===== src/rtl/ctl_word_rx.sv =====
module ctl_word_rx #(
  parameter int FRAME_W = 8
) (
  input  logic               clk,
  input  logic               rst_n,
  input  logic               par_sel,
  input  logic [1:0]         pin_bb,
  input  logic               pin_deem,
  input  logic               host_dat,
  input  logic               host_clk,
  input  logic               host_lat,
  output logic [FRAME_W-2:0] att_target,
  output logic [1:0]         bass_mode,
  output logic               deemph_on,
  output logic               out_l_src,
  output logic               out_r_src,
  output logic               boost_active
);
  localparam int ATT_W   = FRAME_W - 1;
  localparam int SEL_BIT = FRAME_W - 1;
  localparam logic [ATT_W-1:0] ATT_FULL = {ATT_W{1'b1}};
  localparam int BB_LO = 0;
  localparam int DEEM_BIT = 2;
  localparam int MONO_BIT = 3;
  localparam int CSEL_BIT = 4;

  logic [1:0] dat_s, clk_s, lat_s;
  logic clk_d, lat_d;
  logic clk_rise, lat_rise;
  logic [FRAME_W-1:0] sr;
  logic [ATT_W-1:0] att_q;
  logic [1:0] bb_q;
  logic deem_q, mono_q, csel_q;
  logic par_q, pdeem_q;
  logic [1:0] pbb_q;

  always_ff @(posedge clk or negedge rst_n) begin
    if (!rst_n) begin
      dat_s <= '0;
      clk_s <= '0;
      lat_s <= '0;
      clk_d <= 1'b0;
      lat_d <= 1'b0;
    end else begin
      dat_s <= {dat_s[0], host_dat};
      clk_s <= {clk_s[0], host_clk};
      lat_s <= {lat_s[0], host_lat};
      clk_d <= clk_s[1];
      lat_d <= lat_s[1];
    end
  end

  assign clk_rise = clk_s[1] & ~clk_d;
  assign lat_rise = lat_s[1] & ~lat_d;

  always_ff @(posedge clk or negedge rst_n) begin
    if (!rst_n) sr <= '0;
    else if (clk_rise) sr <= {dat_s[1], sr[FRAME_W-1:1]};
  end

  always_ff @(posedge clk or negedge rst_n) begin
    if (!rst_n) begin
      att_q  <= ATT_FULL;
      bb_q   <= 2'b00;
      deem_q <= 1'b0;
      mono_q <= 1'b0;
      csel_q <= 1'b0;
    end else if (lat_rise) begin
      if (!sr[SEL_BIT]) begin
        att_q <= sr[ATT_W-1:0];
      end else begin
        bb_q   <= sr[BB_LO+1:BB_LO];
        deem_q <= sr[DEEM_BIT];
        mono_q <= sr[MONO_BIT];
        csel_q <= sr[CSEL_BIT];
      end
    end
  end

  always_ff @(posedge clk or negedge rst_n) begin
    if (!rst_n) begin
      par_q   <= 1'b0;
      pbb_q   <= 2'b00;
      pdeem_q <= 1'b0;
    end else begin
      par_q   <= par_sel;
      pbb_q   <= pin_bb;
      pdeem_q <= pin_deem;
    end
  end

  assign att_target   = par_q ? ATT_FULL : att_q;
  assign bass_mode    = par_q ? pbb_q : bb_q;
  assign deemph_on    = par_q ? pdeem_q : deem_q;
  assign out_l_src    = ~par_q & mono_q & csel_q;
  assign out_r_src    = par_q | ~mono_q | csel_q;
  assign boost_active = |bass_mode;


  shift_step_chk: assert property (@(posedge clk) disable iff (!rst_n)
    $past(clk_rise) |-> sr[FRAME_W-2:0] == $past(sr[FRAME_W-1:1]));

  shift_hold_chk: assert property (@(posedge clk) disable iff (!rst_n)
    !$past(clk_rise) |-> $stable(sr));

  att_load_chk: assert property (@(posedge clk) disable iff (!rst_n)
    !$stable(att_q) |-> $past(lat_rise) && !$past(sr[SEL_BIT]));

  mode_load_chk: assert property (@(posedge clk) disable iff (!rst_n)
    !$stable({bb_q, deem_q, mono_q, csel_q}) |-> $past(lat_rise) && $past(sr[SEL_BIT]));

  par_att_chk: assert property (@(posedge clk) disable iff (!rst_n)
    $past(par_sel) |-> att_target == ATT_FULL && bass_mode == $past(pin_bb));
endmodule


===== config.mk =====
export PLATFORM = sky130hd
export DESIGN_NAME = ctl_word_rx
export DESIGN_NICKNAME = d
export VERILOG_FILES = /design/src/rtl/ctl_word_rx.sv
export SDC_FILE = /design/constraint.sdc
export NUM_CORES = 1
export LEC_CHECK = 0
export CORE_MARGIN = 5
export CORE_UTILIZATION = 30
export CTS_CLUSTER_DIAMETER = 30
export DETAILED_ROUTE_END_ITERATION = 8
export DONT_BUFFER_PORTS = 1
export PLACE_DENSITY = 0.47
export SYNTH_ARGS = -nofsm -noshare
export SYNTH_HDL_FRONTEND = slang
export SYNTH_SLANG_ARGS = --single-unit

===== constraint.sdc =====
create_clock -name clk -period 1.5 [get_ports clk]
set_clock_uncertainty 0.15 [all_clocks]
set_input_delay 0.375 -clock clk [delete_from_list [all_inputs] [get_ports clk]]
set_output_delay 0.375 -clock clk [all_outputs]
set_load 0.01 [all_outputs]

-- Word level (Yosys, flattened, before mapping)
Index checks and enable logic that the tools add are counted.
W data, S select, Z words.
- multiplexer cells: 3
- bitwise gates (word level): 11
- reduce and logical (&&, ||, !) cells: 3
- operators with widths (kind ; number):
    $mux W7 ; 1
    $not A1 Y1 ; 5
    $and A1 B1 Y1 ; 4
    $reduce_and A2 Y1 ; 2
    $mux W2 ; 1
    $or A1 B1 Y1 ; 2
    $reduce_or A2 Y1 ; 1
    $mux W1 ; 1
- output and inout bits: 13
- bits of input ports: 9
- flip-flop bits (word level): 32

-- Depth between registers and ports, before layout
- depth in word-level cells: 3
- depth in mapped cells: 3
- gate-level depth less buffers: 2

-- Worst setup path before layout
Ideal clock, no wire load.
- path type: reg2out
- start: register par_q
- end: output out_r_src
- cell stages (with the launch flop): 2
- setup slack: 76 ps
- data required time: 975 ps
- arrival: 899 ps
- path buffers: 0
- cells stage by stage: dfrtp_1 > or3b_2
- cells in the longest elaborated chain, start to end: 2
- ends and longest elaborated chain (element ; RTL line ; source):
    start: declaration ; 34 ; logic par_q, pdeem_q;
    start signal: assignment ; 86 ; par_q <= par_sel;
    $or A1 B1 Y1 (2 in series) ; 96 ; assign out_r_src = par_q | ~mono_q | csel_q;
    end: declaration ; 16 ; output logic out_r_src,
No other way between the ends.

-- Final worst setup path
- start: register par_q
- end: output deemph_on
- cells in the longest elaborated chain, start to end: 1
- ends and longest elaborated chain (element ; RTL line ; source):
    $mux W1 ; 94 ; assign deemph_on = par_q ? pdeem_q : deem_q;
    end: declaration ; 14 ; output logic deemph_on,
No other way between the ends.

==> results.md <==
* Vias at about 620
* Post-Route WL at approximately 2 mm
* Clock root buffer: clkbuf_8
* Final Hold Violating Endpoints at 0
* Cts bufs inserted at 5
* Die extent in y at approximately 73 um
* Fmax at about 600 MHz
* CP max FO at 4
* Layout cell share with drive strength beyond 1 at 58.2%
* Synthesized flop and latch total at 32
* Global routing met1 resource utilization at 9.64%
* Row Count at 22
* Area contributors post-synth: dfrtp_1 53%, mux2_2 22%, dfstp_2 16%, or2_2 3.7%, nor3b_4 1.6%
* Top FF cell, synth: dfrtp_1
* Comb power frac at 21.3%
* Post-synth EDFFs at 0
* Clock Sinks at 32
* Top Family by Delay on Critical Path: flip-flops
* Final instance area at about 1500 um^2
* Grt ovf at 0
* RSZ-0062 raised after global routing: true
* Cell area after synthesis at roughly 1200 um^2
* Crit. End Element: primary output
* Met3 Usage GRT at 3.58%
* Sequential area share after synthesis at between 60% and 70%
* Clk Latency, worst-skew pair at 0.27 ns
* Reg power frac at between 50 and 60%
* Final core utilization at 40.3%
* Worst path cell trace: buf_6 > mux2_4
* Wire per inst at roughly 14 um
* Status: finished, violations left
* Final max-slew violation count at 0
* Avg Vias per Cell at roughly 4.5
* Cell Area, Placed at around 1300 um^2
* Slowest-stage cell, CP: dfrtp_2
* Crit path largest cell delay at between 0.4 and 0.5 ns
* Area grow syn2layout at 27.2%
* Failing checks: negative setup slack
* DP HPWL at around 1.3 mm
* Worst VDD drop at approximately 0.00078 V
* Avg Inst Size Synth at 16.5 um^2
* Internal cell power at between 0.0015 and 0.002 W
* DIE AREA at 5310 um^2
* Number of primary I/O pins at 22
* Remaining DRCs at 0
* Layout net count at 99
* Max-Cap Viols at 0
* Min-Delay Path Class: reg -> reg
* Met2 usage at between 10% and 20%
* Sw frac at 25.7%
* Worst slew pin tran at 0.429 ns
* H-tree levels at 2
* Final setup fails at 13
* Placed cells at between 100 and 150
* Final worst-path cycle share at 111%
* Pwr Density at between 1500 and 2000 nW/um^2
* Worst path required time at between 0.9 and 1 ns
* GRT Total Usage at a little under 9%
* Worst EP arrival at approximately 1.2 ns
* R2R setup slack at between 0.1 and 0.15 ns
* CTS tree: built
* Post-layout min period at 1.67 ns
* Critical path startpoint category: register
* NetSw at about 0.00064 W
* Clock Power Share at roughly a quarter
* Leakage at 0.633 nW
* Drt pass-1 iters at 3
* Clock tree buffer depth at 2
* Gpl congestion at ~0.64
* FFs w/ async S/R, synth at 100%
* Antenna Nets Post-Route at 0
* Initial Util at between 30% and 40%
* Critical path class: reg -> out
* Synthesis warning total at 0
* Core box area at between 3000 and 4000 um^2
* Vias in the first global route at roughly 710
* Gate Count Post-Synth at 72
* Distinct cells, synth at 14
* Final WS setup at -0.172 ns
* WP buf/inv at 1
* Synth top cells by count: 25 x dfrtp_1, 23 x mux2_2, 7 x dfstp_2, 7 x or2_2
* Initial antenna violation count at 0
* Top Usage Layer GRT: met2
* First-pass GRT wire length at between 3 and 4 mm
* Largest net degree at the start of global routing at 33
* Die W at between 70 and 80 um
* Total power at between 0.002 and 0.003 W
* CTS clk-pin slew, worst paths at 0.06 ns
* Initial DRC Count at 18
* Fin cells at 139
* Most common cell in the netlist: dfrtp_1
* Synth area leader: dfrtp_1
* Number of port buffers at 0
* Relative slew slack at a little under three quarters
* Post-synth top area share at a little over half
* Syn nets at slightly above 80
* Ant. Diodes at 0
## registers in the layout, summed over array words and instances, names as in the netlist
name,cells
deem_q,1
pdeem_q,1
pbb_q,2
clk_s,2
att_q,7
bb_q,2
clk_d,1
csel_q,1
dat_s,2
par_q,1
mono_q,1
lat_s,2
sr,8
lat_d,1
## placed cells by master, fill, tap and decap left out
cell type      instances
a21oi_2                1
and3b_2                1
buf_12                 2
buf_4                  2
buf_6                  1
clkbuf_1               3
clkbuf_8               5
dfrtp_1               24
dfrtp_2                1
dfstp_2                7
dlygate4sd3_1          8
mux2_2                21
mux2_4                 2
nand2b_1               1
nand3b_1               1
nor2_1                 1
nor3_4                 1
nor3b_4                1
or2_4                  7
or3b_4                 1
## stage by stage
stage | setup TNS [ns] | hold WS (ns) | setup WS (ns)
6_report | -1.98 | 0.197 | -0.172
5_1_grt | -2.47 | 0.219 | -0.201
4_1_cts | -2.24 | 0.198 | -0.191
3_5_place_dp | 0 | -0.0697 | 0.0215
3_3_place_gp | 0 | -0.0696 | 0.0272
2_1_floorplan | 0 | -0.0706 | 0.0762
## final timing paths
kind                          start        end  cells past startpoint
max                           par_q  deemph_on                      2
min                        clk_s[0]   clk_s[1]                      0
max reg2reg                   sr[7]   att_q[6]                      3
min reg2reg                clk_s[0]   clk_s[1]                      0
max in group asynchronous     rst_n   att_q[3]                      2
min in group asynchronous     rst_n   clk_s[0]                      2
## logic make-up (layout without fill, tap and decap cells)
logic type | after synthesis | count (layout) | synth area share (%)
muxes | 23 | 23 | 21.9
DFF | 32 | 32 | 68.3
buffers and inverters | 2 | 21 | 0.738
AOI/OAI and AO/OA | 1 | 1 | 0.422
and+or+nand+nor | 14 | 14 | 8.66
## layout make-up
type	count	area (um^2)
multi-input cells	38	410
fillers	367	2240
well taps	48	60.1
flip-flops and latches	32	811
repair buffers	13	146
clock buffers	8	80.1
## power by group through the flow
stage                     Sequential, W  Combinational, W  Clock (W)
after detailed placement        0.00137          0.000439          0
after global routing            0.00142          0.000580   0.000674
after floorplan                 0.00130          0.000390          0
after global placement          0.00137          0.000432          0
after CTS                       0.00138          0.000540   0.000632
final                           0.00137          0.000533   0.000600
## worst register-to-register path, cell delays in order, from the launching register on
cell and delay, ns:
dfrtp_1 0.44, nor3b_4 0.23, buf_12 0.15, mux2_2 0.33
## repair_timing
item	4_1_cts	5_1_grt
pin swaps	2	1
hold buffers	9	0
setup buffers	1	0
hold endpoints to repair	39	0
setup endpoints to repair	13	13
resized for setup	15	1
## per-layer routing
layer | routed length (um) | vias to the layer above
li1 | - | 283
met1 | 785 | 319
met2 | 1020 | 16
met3 | 121 | 5
met4 | 45 | 0
met5 | 0 | -
Note: power is estimated with default switching activity, not from simulation.
